$ cat src/rtl/i2c_irq_pkg.sv
// Package: shared widths and register word indices for the I2C interrupt status unit.
// Assumes: the event vectors list shared causes first, at the low indices.
package i2c_irq_pkg;
    localparam int MST_IN_W   = 13;
    localparam int MST_SHARED = 2;
    localparam int MST_RAW_W  = MST_IN_W - MST_SHARED + 1;
    localparam int SLV_IN_W   = 11;
    localparam int SLV_SHARED = 3;
    localparam int SLV_RAW_W  = SLV_IN_W - SLV_SHARED + 1;
    localparam int IDX_W      = 3;

    typedef enum logic [IDX_W-1:0] {
        REG_M_MASK = 3'd0,
        REG_M_RAW  = 3'd1,
        REG_M_MIS  = 3'd2,
        REG_M_CLR  = 3'd3,
        REG_S_MASK = 3'd4,
        REG_S_RAW  = 3'd5,
        REG_S_MIS  = 3'd6,
        REG_S_CLR  = 3'd7
    } reg_idx_e;
endpackage

$ cat src/rtl/irq_event_fold.sv
// Module: irq_event_fold
// Folds a vector of event pulses into raw-status set bits. The low SHARED inputs
// are ORed into set bit 0; each further input passes straight to its own bit.
// Assumes: SHARED >= 1 and IN_W > SHARED.
module irq_event_fold #(
    parameter int IN_W   = 13,
    parameter int SHARED = 2,
    localparam int OUT_W = IN_W - SHARED + 1
) (
    input  logic [IN_W-1:0]  evt_i,
    output logic [OUT_W-1:0] set_o
);
    // Shared causes collapse to one status bit
    assign set_o[0] = |evt_i[SHARED-1:0];

    // Dedicated causes keep their order
    for (genvar g = 1; g < OUT_W; g++) begin : g_pass
        assign set_o[g] = evt_i[g + SHARED - 1];
    end
endmodule

$ cat src/rtl/irq_side.sv
// Module: irq_side
// One side's interrupt state: sticky raw bits, mask register, masked view and a
// registered interrupt line. A set event beats a same-cycle clear.
// Assumes: set_i bits are single-cycle pulses; write strobes are pre-decoded.
module irq_side #(
    parameter int N = 12
) (
    input  logic         clk,
    input  logic         rst_n,
    input  logic [N-1:0] set_i,
    input  logic         wr_mask_i,
    input  logic         wr_clr_i,
    input  logic [N-1:0] wdata_i,
    output logic [N-1:0] raw_o,
    output logic [N-1:0] mask_o,
    output logic [N-1:0] masked_o,
    output logic         irq_o
);
    logic [N-1:0] raw_q;
    logic [N-1:0] mask_q;
    logic [N-1:0] clr_vec;
    logic         irq_q;

    // Clear vector is active only on a clear-register write
    assign clr_vec = wr_clr_i ? wdata_i : '0;

    // Raw status: clear first, then OR in new events so the set wins
    always_ff @(posedge clk) begin
        if (!rst_n) raw_q <= '0;
        else        raw_q <= (raw_q & ~clr_vec) | set_i;
    end

    // Mask register load
    always_ff @(posedge clk) begin
        if (!rst_n)         mask_q <= '0;
        else if (wr_mask_i) mask_q <= wdata_i;
    end

    // Interrupt line registered from the current masked view
    always_ff @(posedge clk) begin
        if (!rst_n) irq_q <= 1'b0;
        else        irq_q <= |(raw_q & mask_q);
    end

    assign raw_o    = raw_q;
    assign mask_o   = mask_q;
    assign masked_o = raw_q & mask_q;
    assign irq_o    = irq_q;

    assert_sticky_R4: assert property (@(posedge clk) disable iff (!rst_n)
        (!wr_clr_i) |=> ((raw_q & $past(raw_q)) == $past(raw_q)));

    assert_clear_R5: assert property (@(posedge clk) disable iff (!rst_n)
        (wr_clr_i && set_i == '0) |=> ((raw_q & $past(wdata_i)) == '0));

    assert_set_wins_R6: assert property (@(posedge clk) disable iff (!rst_n)
        (set_i != '0) |=> ((raw_q & $past(set_i)) == $past(set_i)));

    assert_mask_load_R7: assert property (@(posedge clk) disable iff (!rst_n)
        wr_mask_i |=> (mask_q == $past(wdata_i)));

    assert_irq_lag_R8: assert property (@(posedge clk) disable iff (!rst_n)
        1'b1 |=> (irq_q == |($past(raw_q) & $past(mask_q))));
endmodule

$ cat src/rtl/i2c_irq_regbus.sv
// Module: i2c_irq_regbus
// Decodes the register bus: produces per-side write strobes and the read mux.
// Assumes: ADDR_W > IDX_W; words at and above 2**IDX_W are unmapped.
module i2c_irq_regbus
    import i2c_irq_pkg::*;
#(
    parameter int ADDR_W = 4,
    parameter int DATA_W = 32,
    parameter int M_W    = 12,
    parameter int S_W    = 9
) (
    input  logic              clk,
    input  logic              rst_n,
    input  logic [ADDR_W-1:0] addr_i,
    input  logic              we_i,
    input  logic [M_W-1:0]    m_mask_i,
    input  logic [M_W-1:0]    m_raw_i,
    input  logic [M_W-1:0]    m_mis_i,
    input  logic [S_W-1:0]    s_mask_i,
    input  logic [S_W-1:0]    s_raw_i,
    input  logic [S_W-1:0]    s_mis_i,
    output logic              m_wr_mask_o,
    output logic              m_wr_clr_o,
    output logic              s_wr_mask_o,
    output logic              s_wr_clr_o,
    output logic [DATA_W-1:0] rdata_o
);
    logic     hit;
    reg_idx_e idx;

    // Only the low word block is mapped
    assign hit = (addr_i[ADDR_W-1:IDX_W] == '0);
    assign idx = reg_idx_e'(addr_i[IDX_W-1:0]);

    // Write strobes
    assign m_wr_mask_o = we_i && hit && (idx == REG_M_MASK);
    assign m_wr_clr_o  = we_i && hit && (idx == REG_M_CLR);
    assign s_wr_mask_o = we_i && hit && (idx == REG_S_MASK);
    assign s_wr_clr_o  = we_i && hit && (idx == REG_S_CLR);

    // Read mux, zero-extended; clear words and unmapped words read zero
    always_comb begin
        rdata_o = '0;
        if (hit) begin
            case (idx)
                REG_M_MASK: rdata_o[M_W-1:0] = m_mask_i;
                REG_M_RAW:  rdata_o[M_W-1:0] = m_raw_i;
                REG_M_MIS:  rdata_o[M_W-1:0] = m_mis_i;
                REG_S_MASK: rdata_o[S_W-1:0] = s_mask_i;
                REG_S_RAW:  rdata_o[S_W-1:0] = s_raw_i;
                REG_S_MIS:  rdata_o[S_W-1:0] = s_mis_i;
                default:    rdata_o = '0;
            endcase
        end
    end

    assert_one_strobe_R10: assert property (@(posedge clk) disable iff (!rst_n)
        $onehot0({m_wr_mask_o, m_wr_clr_o, s_wr_mask_o, s_wr_clr_o}));

    assert_unmapped_quiet_R10: assert property (@(posedge clk) disable iff (!rst_n)
        (!hit) |-> ({m_wr_mask_o, m_wr_clr_o, s_wr_mask_o, s_wr_clr_o} == 4'b0));
endmodule

$ cat src/rtl/i2c_irq_status.sv
// Module: i2c_irq_status (top)
// Interrupt status unit for an I2C controller/target pair: folds event pulses,
// keeps two independent register sets and drives one interrupt line per side.
// Assumes: event inputs are one-cycle pulses synchronous to clk; DATA_W >= 12.
module i2c_irq_status
    import i2c_irq_pkg::*;
#(
    parameter int ADDR_W = 4,
    parameter int DATA_W = 32
) (
    input  logic                 clk,
    input  logic                 rst_n,
    input  logic [MST_IN_W-1:0]  mst_evt,
    input  logic [SLV_IN_W-1:0]  slv_evt,
    input  logic [ADDR_W-1:0]    bus_addr,
    input  logic                 bus_we,
    input  logic [DATA_W-1:0]    bus_wdata,
    output logic [DATA_W-1:0]    bus_rdata,
    output logic                 mst_irq,
    output logic                 slv_irq
);
    logic [MST_RAW_W-1:0] m_set, m_raw, m_mask, m_mis;
    logic [SLV_RAW_W-1:0] s_set, s_raw, s_mask, s_mis;
    logic m_wr_mask, m_wr_clr, s_wr_mask, s_wr_clr;

    irq_event_fold #(.IN_W(MST_IN_W), .SHARED(MST_SHARED)) u_m_fold (
        .evt_i(mst_evt), .set_o(m_set));

    irq_event_fold #(.IN_W(SLV_IN_W), .SHARED(SLV_SHARED)) u_s_fold (
        .evt_i(slv_evt), .set_o(s_set));

    i2c_irq_regbus #(
        .ADDR_W(ADDR_W), .DATA_W(DATA_W), .M_W(MST_RAW_W), .S_W(SLV_RAW_W)
    ) u_bus (
        .clk(clk), .rst_n(rst_n), .addr_i(bus_addr), .we_i(bus_we),
        .m_mask_i(m_mask), .m_raw_i(m_raw), .m_mis_i(m_mis),
        .s_mask_i(s_mask), .s_raw_i(s_raw), .s_mis_i(s_mis),
        .m_wr_mask_o(m_wr_mask), .m_wr_clr_o(m_wr_clr),
        .s_wr_mask_o(s_wr_mask), .s_wr_clr_o(s_wr_clr),
        .rdata_o(bus_rdata));

    irq_side #(.N(MST_RAW_W)) u_m_side (
        .clk(clk), .rst_n(rst_n), .set_i(m_set),
        .wr_mask_i(m_wr_mask), .wr_clr_i(m_wr_clr), .wdata_i(bus_wdata[MST_RAW_W-1:0]),
        .raw_o(m_raw), .mask_o(m_mask), .masked_o(m_mis), .irq_o(mst_irq));

    irq_side #(.N(SLV_RAW_W)) u_s_side (
        .clk(clk), .rst_n(rst_n), .set_i(s_set),
        .wr_mask_i(s_wr_mask), .wr_clr_i(s_wr_clr), .wdata_i(bus_wdata[SLV_RAW_W-1:0]),
        .raw_o(s_raw), .mask_o(s_mask), .masked_o(s_mis), .irq_o(slv_irq));

    // Side isolation: a write to one side's registers leaves the other side's mask alone
    assert_isolated_R9: assert property (@(posedge clk) disable iff (!rst_n)
        (m_wr_mask || m_wr_clr) |=> $stable(s_mask));
endmodule

$ cat config.mk
export PLATFORM = sky130hd
export DESIGN_NAME = i2c_irq_status
export DESIGN_NICKNAME = d
export VERILOG_FILES = /design/src/rtl/i2c_irq_pkg.sv /design/src/rtl/irq_event_fold.sv /design/src/rtl/irq_side.sv /design/src/rtl/i2c_irq_regbus.sv /design/src/rtl/i2c_irq_status.sv
export SDC_FILE = /design/constraint.sdc
export NUM_CORES = 1
export LEC_CHECK = 0
export BUFFER_PORTS_ARGS = -buffer_cell sky130_fd_sc_hd__buf_4
export CAP_MARGIN = 10
export CORE_MARGIN = 10
export CORE_UTILIZATION = 48
export CTS_CLUSTER_DIAMETER = 150
export DETAILED_ROUTE_END_ITERATION = 16
export GPL_TIMING_DRIVEN = 0
export PLACE_DENSITY = 0.86
export SETUP_SLACK_MARGIN = 0.05
export SYNTH_ARGS = -nofsm -noshare
export SYNTH_HDL_FRONTEND = slang
export SYNTH_SLANG_ARGS = --single-unit
export TNS_END_PERCENT = 1
$ cat constraint.sdc
create_clock -name clk -period 1.5 [get_ports clk]
set_input_delay 0.3 -clock clk [delete_from_list [all_inputs] [get_ports clk]]
set_output_delay 0.3 -clock clk [all_outputs]
set_load 0.02 [all_outputs]
* Yosys cells after proc, flatten, opt, wreduce, memory -nomap -nowiden
Cells that the tools add are included.
** Cells by class
- Equal/unequal tests :: 7
- Order comparisons :: 0
- Reduce and logical (&&, ||, !) cells :: 10
- Shifts and indexed selects :: 0
- Div/mod/pow operators :: 0
- $add $sub $neg :: 0
- Multipliers :: 0
- Bitwise logic cells :: 9
- Multiplexer cells :: 5
** Operators with widths (count)
- $pmux 9 s6 :: 1
- $and 12x12->12 :: 2
- $mux 12 :: 2
- $and 9x9->9 :: 2
- $eq 3x3->1 const B :: 4
- $not 12->12 :: 1
- $or 12x12->12 :: 1
- $reduce_or 12->1 :: 1
- $mux 9 :: 1
- $not 9->9 :: 1
- $or 9x9->9 :: 1
- $pmux 3 s3 :: 1
- $reduce_or 9->1 :: 1
- $eq 3x2->1 const B :: 2
- $logic_and 1x1->1 :: 5
- $eq 3x1->1 const B :: 1
- $logic_not 3->1 :: 1
- $reduce_or 3->1 :: 1
- $reduce_or 2->1 :: 1
- $not 1->1 :: 1
** Storage, ports and cells
- Memories kept :: 0
- Bits in read-only memories :: 0
- Output and inout port bits :: 34
- RAM bits :: 0
- Flip-flop bits (word level) :: 44
- Input port bits :: 63
- Bits in latches :: 0
- Word-level logic and storage cells :: 37

* Logic depth before layout (Yosys ltp)
Gate-level depths: netlist of run 1.
- Depth after elaboration :: 7
- Gate-level depth with buffers :: 6
- Mapped depth without buffers :: 4

* Cells and area by module
Synthesis of run 1 repeated with hierarchy kept, for this count alone.
** Unflattened totals
- Cells, all modules :: 309
- Area, all modules :: 2732.6 um2
** Modules (own cells, without submodules)
- irq_side (u_m_side) :: cells each 107, seq. area each 500.5 um2, times used 1, area an instance 970.9 um2
- i2c_irq_regbus :: cells each 109, seq. area each 0.0 um2, times used 1, area an instance 845.8 um2
- irq_side (u_s_side) :: cells each 72, seq. area each 380.4 um2, times used 1, area an instance 760.7 um2
- irq_event_fold (u_m_fold) :: cells each 12, seq. area each 0.0 um2, times used 1, area an instance 88.8 um2
- irq_event_fold (u_s_fold) :: cells each 9, seq. area each 0.0 um2, times used 1, area an instance 66.3 um2

* Least setup slack after synthesis of run 1
Ideal clock, no wire load.
- Path kind :: input to output
- Start point :: input bus_addr[1]
- End point :: output bus_rdata[8]
- Required time :: 1200 ps
- Path buffers :: 1
- Setup slack :: -234 ps
- Arrival time :: 1434 ps
- Cell stages on the path :: 4
- Cell sequence :: buf_6 > nor2_1 > a221oi_1 > a311oi_1
** Between the ends
- Cells in the longest elaborated chain, start to end :: 3
- Elaborated cells on any way between the ends :: 8
- Classes of those cells :: eq/ne: 5; mux: 2; reduce/logical: 1
** RTL lines
- start, declared :: line i2c_irq_status.sv:15 : input logic [ADDR_W-1:0] bus_addr,
- $eq 3x3->1 (tied with other cells) :: line i2c_irq_regbus.sv:45 : case (idx)
- $pmux 9 s6 (*) :: line i2c_irq_regbus.sv:45
- $mux 12 (*) :: line i2c_irq_regbus.sv:44 : if (hit) begin
- end, declared :: line i2c_irq_status.sv:18 : output logic [DATA_W-1:0] bus_rdata,
Every way passes the cells marked *; elsewhere a longest branch is shown, timed or not.

* Worst setup path after layout of run 1
- Start point :: register u_s_side.mask_q[1] (netlist: u_s_side.mask_o[1])
- End point :: output bus_rdata[1]
** Between the ends
- Cells in the longest elaborated chain, start to end :: 3
** RTL lines
- start, declared :: line irq_side.sv:20 : logic [N-1:0] mask_q;
- start signal, assigned :: line irq_side.sv:36 : else if (wr_mask_i) mask_q <= wdata_i;
- $and 9x9->9 :: line irq_side.sv:47 : assign masked_o = raw_q & mask_q;
- $pmux 9 s6 (*) :: line i2c_irq_regbus.sv:45
- $mux 12 (*) :: line i2c_irq_regbus.sv:44
Marked as above.

==> metrics, run 1 <==
status finished, violations left; violated checks setup timing; die width 91.11 um; critical path required time 1200 ps; adder and majority gate portion of the synthesized area 0%; distinct cell type count of the synthesized netlist 39; RePlAce Congestion 0.8869; fraction of the mapped netlist area in compound gates 21.19%; buffers from clock root to sink, at most 2; via count 2353; worst path arrival time 1500 ps; Final Worst Setup Slack -296.7 ps; kind of path behind the tightest hold check in -> reg; final total negative setup slack -2298 ps; power density relative to cell area 776.2 mW/mm2; buffers added on ports 55; Register-to-Register Setup Slack 100 ps; violation count after the first detailed-route iteration 247; Critical path origin u_s_side.mask_o[1]; Detail Placement HPWL 5302 um; final setup violation count 10; Post-Syn Area per Cell 9.160 um2; worst clock skew 6.094 ps; core region area 0.004817 mm2; Synth Area in Simple Gates 14.43%; Max Cap Violations 0; final hold violation count 0; Yosys warnings 0; share of the yosys chip area belonging to registers 36.29%; number of levels the H-tree was split into 2; Initial Utilization 50.39%; Top-Level Pins 97; clock sinks 44; number of diodes added for antenna fixing 0; mux contribution to synthesized area 15.15%; max-slew violation count 0; part of the power in registers 49.4%; main combinational cell family by area after synthesis compound AO/OA/AOI/OAI gates; CP Max Fanout 4; proportion of layout cells with a drive suffix above 1 40.56%; critical path, cell by cell mux4_2, a22o_1, buf_6; setup slack at placement -597.6 ps; number of cells traversed by the worst register-to-register path 4; Crit Reg-Reg Startpoint u_m_side.raw_o[10]; clock transition at the register clock pins on the worst setup and hold paths after CTS 70 ps; IR drop worst, VDD 0.0006348 V; CTS tree built; residual DRC count 0; crit path max-delay cell type mux4_2; shortest period the worst path allows 1797 ps; logic depth of the worst path, buffers included 3; post-route clock period utilization 119.8%; wire length of the first global-routing pass 11810 um; post-layout net count 423; crit start category flop; cell-internal power 0.001885 W; Critical path destination bus_rdata[1]; Comb pwr share 19.6%; later-pin clock latency in the skew report 300 ps; Area Growth Syn to Fin 35.98%; number of global-route vias before repair 2336; clock network power share 31.0%; die area 0.008301 mm2; die height 91.11 um; FMAX 0.5566 GHz; Sw Share 26.42%; setup repair after global routing missed its margin true; average detailed-routed wire length per instance 17.42 um; total leakage power 1.580 nW; transition time of the tightest slew-check pin 573.0 ps; total global-route track usage 17.21%; cell type group with the largest total delay on the critical path multiplexers; detailed-router iteration count before antenna repair 5; RR Endpoint u_m_side.irq_o; pin count of the biggest net entering global routing 13; share of the synthesized netlist area taken by xor and xnor gates 0%; vias per inst 5.511; start-to-end type of the worst setup path reg -> out; total overflow reported by the global router 0; Max transition margin 61.66%; total of flip-flops plus latches after synthesis 44; instance count of the mapped netlist 265; Clk Tree Root Cell clkbuf_8; DRT antenna net count 0; Setup crit end kind primary output; number of buffers and inverters on the critical path 1; largest stage delay on the critical path 440 ps; Rows 25; end-of-flow core utilization 68.52%; Netlist Area Pre-Place 0.002427 mm2; switching pwr 0.0006769 W; number of buffers inserted during clock tree synthesis 5; wire length after detailed routing 7439 um; number of antenna violations at the first check in global routing 0
## routing by layer
layer | track usage [%] | routed length, um
met5 | 0 | 0
met4 | 7.441 | 176
met3 | 6.337 | 772
met2 | 27.74 | 3620
met1 | 20.05 | 2870
## state kept, by name, indices dropped and copies added (netlist names)
signal,flops
u_m_side.raw_o,12
u_s_side.irq_o,1
u_m_side.mask_o,12
u_s_side.raw_o,9
u_m_side.irq_o,1
u_s_side.mask_o,9
## what timing repair did
action                     4_1_cts  5_1_grt
pin swaps                        3        1
buffers inserted                14        0
setup endpoints to repair       12       19
gates resized for setup         36        7
hold buffers                     0        0
## stage by stage
step | hold WS [ps] | total power (W) | cell area, um2 | cells
finish | 176.5 | 0.002562 | 3301 | 427
global route | 170.6 | 0.002681 | 3301 | 427
CTS | 173.8 | 0.002562 | 3282 | 427
detailed placement | 500.7 | 0.001731 | 3002 | 406
global placement | 494.0 | 0.001718 | 3002 | 406
floorplan | 400.2 | 0.001549 | 2505 | 284
## cells in the mapped netlist
master / n / area, um2
o21ai_0: 26 / 130.1
a22oi_1: 2 / 15.01
inv_1: 21 / 78.83
o31a_1: 1 / 8.760
mux2i_1: 21 / 210.2
o21a_1: 1 / 7.510
or2b_1: 2 / 15.01
a311oi_1: 1 / 8.760
nor2_1: 4 / 15.01
a21boi_0: 3 / 22.52
nand4_1: 2 / 12.51
a221oi_1: 3 / 26.28
nor3b_1: 1 / 7.510
nor2b_1: 22 / 137.6
nor3b_4: 1 / 18.77
and3_1: 1 / 6.260
mux4_2: 7 / 157.7
nand2b_1: 1 / 6.260
a21boi_2: 1 / 11.26
a222oi_1: 1 / 10.01
nand3_4: 1 / 17.52
a32oi_1: 1 / 8.760
buf_6: 2 / 22.52
conb_1: 1 / 3.750
a21o_1: 1 / 7.510
nand3_1: 7 / 35.03
o41a_1: 1 / 11.26
a31oi_1: 21 / 131.4
inv_2: 1 / 3.750
nor3_1: 3 / 15.01
buf_4: 22 / 165.2
buf_2: 5 / 25.02
o22ai_1: 1 / 6.260
dfxtp_1: 44 / 880.8
clkbuf_1: 4 / 15.01
o211ai_1: 4 / 30.03
nand2_1: 13 / 48.80
a22o_1: 9 / 78.83
nand3b_1: 2 / 15.01
## layout by cell type, fill, tap and decap left out, types with 3 or more instances in the layout
| master | instances |
|---|---|
| nor2_1 | 3 |
| o211ai_1 | 4 |
| buf_2 | 4 |
| a22o_1 | 9 |
| nand2_1 | 13 |
| dfxtp_1 | 18 |
| nand3_1 | 7 |
| mux2i_1 | 21 |
| buf_6 | 10 |
| mux4_2 | 7 |
| conb_1 | 20 |
| dfxtp_2 | 26 |
| inv_1 | 21 |
| clkbuf_1 | 4 |
| a31oi_1 | 21 |
| clkbuf_8 | 7 |
| buf_4 | 83 |
| nor2b_1 | 22 |
| o21ai_0 | 26 |
## cell families after synthesis
kind of cell           count (synthesis)
other                                  1
DFF                                   44
AOI/OAI and AO/OA                     77
muxes                                 28
buffers and inverters                 55
and+or+nand+nor                       60
## power by group through the flow
| stage | Combinational (W) | Clock, W | Sequential, W |
|---|---|---|---|
| after global placement | 0.000431 | 0 | 0.00129 |
| after detailed placement | 0.000441 | 0 | 0.00129 |
| after global routing | 0.000540 | 0.000870 | 0.00127 |
| after CTS | 0.000490 | 0.000811 | 0.00126 |
| after floorplan | 0.000273 | 0 | 0.00128 |
| final | 0.000503 | 0.000795 | 0.00126 |
## worst min path at each step
stage                        startpoint                 end  slack (ps)  cells past startpoint
final                     bus_wdata[11]  u_m_side.raw_o[11]         180                      2
after floorplan            bus_wdata[7]   u_m_side.raw_o[7]         400                      1
after CTS                 bus_wdata[11]  u_m_side.raw_o[11]         170                      2
after global placement     bus_wdata[9]   u_m_side.raw_o[9]         490                      2
after global routing      bus_wdata[10]  u_m_side.raw_o[10]         170                      2
after detailed placement   bus_wdata[9]   u_m_side.raw_o[9]         500                      2
## area by class of cell
type,count,area (um2)
clock buffers,7,96.34
repair buffers,69,548.0
multi-input cells,185,1339
plain buffers,33,237.7
well taps,67,83.83
inverters,22,82.58
flip-flops and latches,44,913.4
fillers,408,1516
No activity file was read; power rests on OpenSTA's default activity.
==> run 2, diff against run 1 <==
--- a/config.mk
+++ b/config.mk
@@ -11,4 +11,5 @@
 export CORE_UTILIZATION = 48
 export CTS_CLUSTER_DIAMETER = 150
+export CTS_CLUSTER_SIZE = 14
 export DETAILED_ROUTE_END_ITERATION = 16
 export GPL_TIMING_DRIVEN = 0
==> constraint.sdc (replaced) <==
create_clock -name clk -period 1.7 [get_ports clk]
set_input_delay 0.34 -clock clk [delete_from_list [all_inputs] [get_ports clk]]
set_output_delay 0.34 -clock clk [all_outputs]
set_load 0.1 [all_outputs]
==> metrics, run 2 (synthesized netlist as in run 1, its figures left out) <==
Final Power 0.002621 W; buffers added on ports 55; crit start category flop; violated checks setup timing; Fillers 359; Initial Utilization 50.39%; residual DRC count 0; post-route clock period utilization 112.2%; final setup violation count 9; proportion of layout cells with a drive suffix above 1 44.04%; sequential cell area 910.9 um2; Top-Level Pins 97; Final Worst Setup Slack -207.4 ps; RePlAce Congestion 0.8375; post-layout net count 423; total overflow reported by the global router 0; critical path required time 1360 ps; wire length after detailed routing 7745 um; clock transition at the register clock pins on the worst setup and hold paths after CTS 80 ps; top library cells by usage in the layout, fill and taps aside buf_4, o21ai_0, dfxtp_2; CP Max Fanout 2; Max Cap Violations 0; final hold violation count 0; total global-route track usage 18.25%; die area 0.008301 mm2; detailed-router iteration count before antenna repair 6; power density relative to cell area 735.2 mW/mm2; Detail Placement HPWL 5265 um; shortest period the worst path allows 1907 ps; setup repair after global routing missed its margin true; total leakage power 1.668 nW; worst path arrival time 1570 ps; worst clock skew 7.812 ps; Clk Tree Root Cell clkbuf_8; FMAX 0.5243 GHz; most frequent standard cell in the layout excluding fill and tap cells buf_4; number of buffers inserted during clock tree synthesis 5; area used by multi-input combinational logic 0.001458 mm2; CTS tree built; final total negative setup slack -1549 ps; Max transition margin 59.22%; Setup crit end kind primary output; vias per inst 5.650; number of diodes added for antenna fixing 0; average detailed-routed wire length per instance 18.10 um; transition time of the tightest slew-check pin 611.0 ps; status finished, violations left; number of global-route vias before repair 2507; max-slew violation count 0; die height 91.11 um; number of antenna violations at the first check in global routing 0; critical path, cell by cell mux4_2, a22o_4, buf_12; Rows 25; pin count of the biggest net entering global routing 14; kind of path behind the tightest hold check in -> reg; crit path max-delay cell type mux4_2; core region area 0.004817 mm2; wire length of the first global-routing pass 12500 um; die width 91.11 um; buffers from clock root to sink, at most 2; violation count after the first detailed-route iteration 232; start-to-end type of the worst setup path reg -> out; IR drop worst, VDD 0.0003470 V; DRT antenna net count 0; later-pin clock latency in the skew report 310 ps; Area Growth Syn to Fin 46.86%; largest stage delay on the critical path 480 ps; number of levels the H-tree was split into 2; clock sinks 44; via count 2418
-- run 2: cell types whose count changed in the layout (fill, tap and decap cells not counted), moves of 2 or more --
cell,before,now
buf_4,83,78
clkbuf_8,7,5
dfxtp_1,18,20
a21boi_1,2,0
a22o_1,9,2
dfxtp_2,26,24
a22o_4,0,7
a21boi_2,1,3
buf_12,0,13
buf_6,10,2
-- run 2: area by class of cell --
type / instances / share of cell area (%)
buffer: 33 / 6.915
clock buffer: 6 / 2.036
clock inverter: 2 / 0.9828
inverter: 22 / 2.422
multi-input combinational: 185 / 40.89
sequential: 44 / 25.55
tap: 67 / 2.352
timing repair buffer: 69 / 18.85
-- run 2: what timing repair did --
action | 4_1_cts | 5_1_grt
endpoints found under the setup margin | 12 | 12
hold buffers | 0 | 0
setup buffers | 14 | 0
gates resized for setup | 65 | 12
pin swaps | 10 | 4
-- run 2: path summary, 6_finish.rpt --
| path | from | to | slack, ps | depth (start not counted) |
|---|---|---|---|---|
| setup / recovery | u_s_side.raw_o[0] | bus_rdata[0] | -210 | 3 |
| hold / removal | bus_wdata[10] | u_m_side.raw_o[10] | 230 | 2 |
| setup reg to reg | u_m_side.raw_o[10] | u_m_side.irq_o | 290 | 4 |
| hold reg to reg | u_m_side.mask_o[1] | u_m_side.mask_o[1] | 550 | 2 |
-- run 2: where the power goes --
| group | switching, W | internal (W) | total (W) | leakage, nW |
|---|---|---|---|---|
| registers | 0.0000340 | 0.00108 | 0.00111 | 0.370 |
| logic | 0.000450 | 0.000251 | 0.000702 | 1.24 |
| clock network | 0.000370 | 0.000436 | 0.000806 | 0.0552 |
-- run 2: critical path: cells and delay by family, from the launching register on --
family / cells / cell delay, ps
mux: 1 / 480
flops: 1 / 330
compound gates: 1 / 280
buf+inv: 1 / 160
-- run 2: routing by layer --
layer,vias to the layer above,part of all wire (%),GRT usage [%]
li1,1117,-,-
met1,1142,38,20.55
met2,139,50,32.04
met3,20,9.5,5.267
met4,0,2.6,6.397
met5,-,0,0
-- run 2: through the flow --
stage | area, um2 | worst slack (ps) | util, % | hold slack [ps] | std cells
finish | 3565 | -207.4 | 74.00 | 226.3 | 428
global route | 3565 | -234.0 | 74.00 | 228.5 | 428
CTS | 3522 | -184.7 | 73.12 | 225.3 | 428
detailed placement | 3074 | -666.3 | 63.82 | 526.9 | 406
global placement | 3074 | -659.2 | 63.82 | 524.5 | 406
floorplan | 2577 | -312.6 | - | 440.2 | 284
==> run 3, diff against run 2 <==
Settings changed: CAP_MARGIN 10 to default, CORE_MARGIN 10 to 2.
==> metrics, run 3 (synthesized netlist as in run 1, its figures left out) <==
detailed-router iteration count before antenna repair 4; later-pin clock latency in the skew report 310 ps; number of buffers inserted during clock tree synthesis 5; crit start category flop; Area Growth Syn to Fin 44.69%; CTS tree built; final hold violation count 0; post-route clock period utilization 111.6%; final total negative setup slack -1502 ps; hold path startpoint bus_wdata[11]; Detail Placement HPWL 4766 um; Fillers 345; worst-case hold slack 211.8 ps; worst path arrival time 1560 ps; transition time of the tightest slew-check pin 573.1 ps; vias per inst 5.473; number of global-route vias before repair 2234; status finished, violations left; Hold Path Stages 2; FMAX 0.5271 GHz; violation count after the first detailed-route iteration 239; die height 75.11 um; residual DRC count 0; Initial Utilization 50.72%; core region area 0.004786 mm2; DRT antenna net count 0; area of all placed cells without fillers 0.003512 mm2; start-to-end type of the worst setup path reg -> out; sequential cell area 907.1 um2; average detailed-routed wire length per instance 16.22 um; post-layout net count 421; Crit Reg-Reg Startpoint u_m_side.raw_o[10]; number of levels the H-tree was split into 2; via count 2326; worst clock skew 12.42 ps; setup repair after global routing missed its margin true; final setup violation count 9; wire length after detailed routing 6894 um; met3 Usage GRT 5.890%; total leakage power 1.637 nW; critical path required time 1360 ps; RR Endpoint u_m_side.irq_o; number of diodes added for antenna fixing 0; final instance count without filler cells 425; wire length of the first global-routing pass 10710 um; Final Worst Setup Slack -197.2 ps; Max transition margin 61.75%; power density relative to cell area 697.3 mW/mm2; IR drop worst, VDD 0.0005299 V; die area 0.005642 mm2; Setup crit end kind primary output; max-slew violation count 0; RePlAce Congestion 0.8766; shortest period the worst path allows 1897 ps; clock sinks 44; number of antenna violations at the first check in global routing 0; kind of path behind the tightest hold check in -> reg; total global-route track usage 25.80%; Clk Tree Root Cell clkbuf_8; proportion of layout cells with a drive suffix above 1 42.74%; Max Cap Violations 0; fraction of met2 tracks used by global routing 45.13%; clock transition at the register clock pins on the worst setup and hold paths after CTS 80 ps; total overflow reported by the global router 0; dpl cells 406; die width 75.11 um; busiest metal layer after global routing met2; buffers from clock root to sink, at most 2; area used by multi-input combinational logic 0.001450 mm2; worst-case hold path end point u_m_side.raw_o[11]; number of cells traversed by the worst register-to-register path 4; violated checks setup timing; CP Max Fanout 2; most frequent standard cell in the layout excluding fill and tap cells buf_4; Top-Level Pins 97; top library cells by usage in the layout, fill and taps aside buf_4, o21ai_0, dfxtp_1; met1 usage in global routing 31.81%; buffers added on ports 55; Rows 25; pin count of the biggest net entering global routing 13; Register-to-Register Setup Slack 310 ps; cell area reported after detailed placement 0.003074 mm2
[run 3: power by group]
part	switching (W)	internal, W	total (W)
sequential	0.0000351	0.00108	0.00111
clock	0.000358	0.000280	0.000638
combinational	0.000446	0.000251	0.000697
total	0.000839	0.00161	0.00245
[run 3: how the worst max path moves through the flow]
stage | endpoint | cells past startpoint | start
2_1_floorplan | bus_rdata[8] | 4 | bus_addr[1]
3_3_place_gp | bus_rdata[7] | 5 | bus_addr[0]
3_5_place_dp | bus_rdata[7] | 5 | bus_addr[0]
4_1_cts | bus_rdata[0] | 3 | u_s_side.raw_o[0]
5_1_grt | bus_rdata[0] | 3 | u_s_side.raw_o[0]
6_report | bus_rdata[0] | 3 | u_s_side.raw_o[0]
[run 3: what timing repair did]
item / 4_1_cts / 5_1_grt
hold endpoints to repair: 0 / 0
gates resized for setup: 55 / 20
endpoints found under the setup margin: 12 / 12
pin swaps: 7 / 7
hold buffers: 0 / 0
buffers inserted: 12 / 0
[run 3: stage by stage]
stage / utilization, % / setup WS (ps) / power, W
final: 73.39 / -197.2 / 0.002449
after global routing: 73.39 / -222.9 / 0.002538
after CTS: 71.95 / -190.2 / 0.002425
after detailed placement: 64.24 / -689.2 / 0.001752
after global placement: 64.24 / -661.4 / 0.001738
after floorplan: - / -312.6 / 0.001588
[run 3: critical path, stage by stage, from the launching register on]
cell and delay, ps:
dfxtp_2 330, mux4_2 480, a22o_4 270, buf_12 160
[run 3: metal layers]
metal	up-vias	share of wire [%]
met4	0	0.99
met5	-	0
met2	75	50
met1	1136	44
li1	1106	-
met3	9	5.8
[run 3: layout make-up]
type	instances	share of cell area, %
Tap cell	67	2.387
Multi-Input combinational cell	185	41.29
Inverter	22	2.529
Buffer	33	7.089
Clock inverter	1	0.1425
Sequential cell	44	25.83
Timing Repair Buffer	67	18.67
Clock buffer	6	2.066
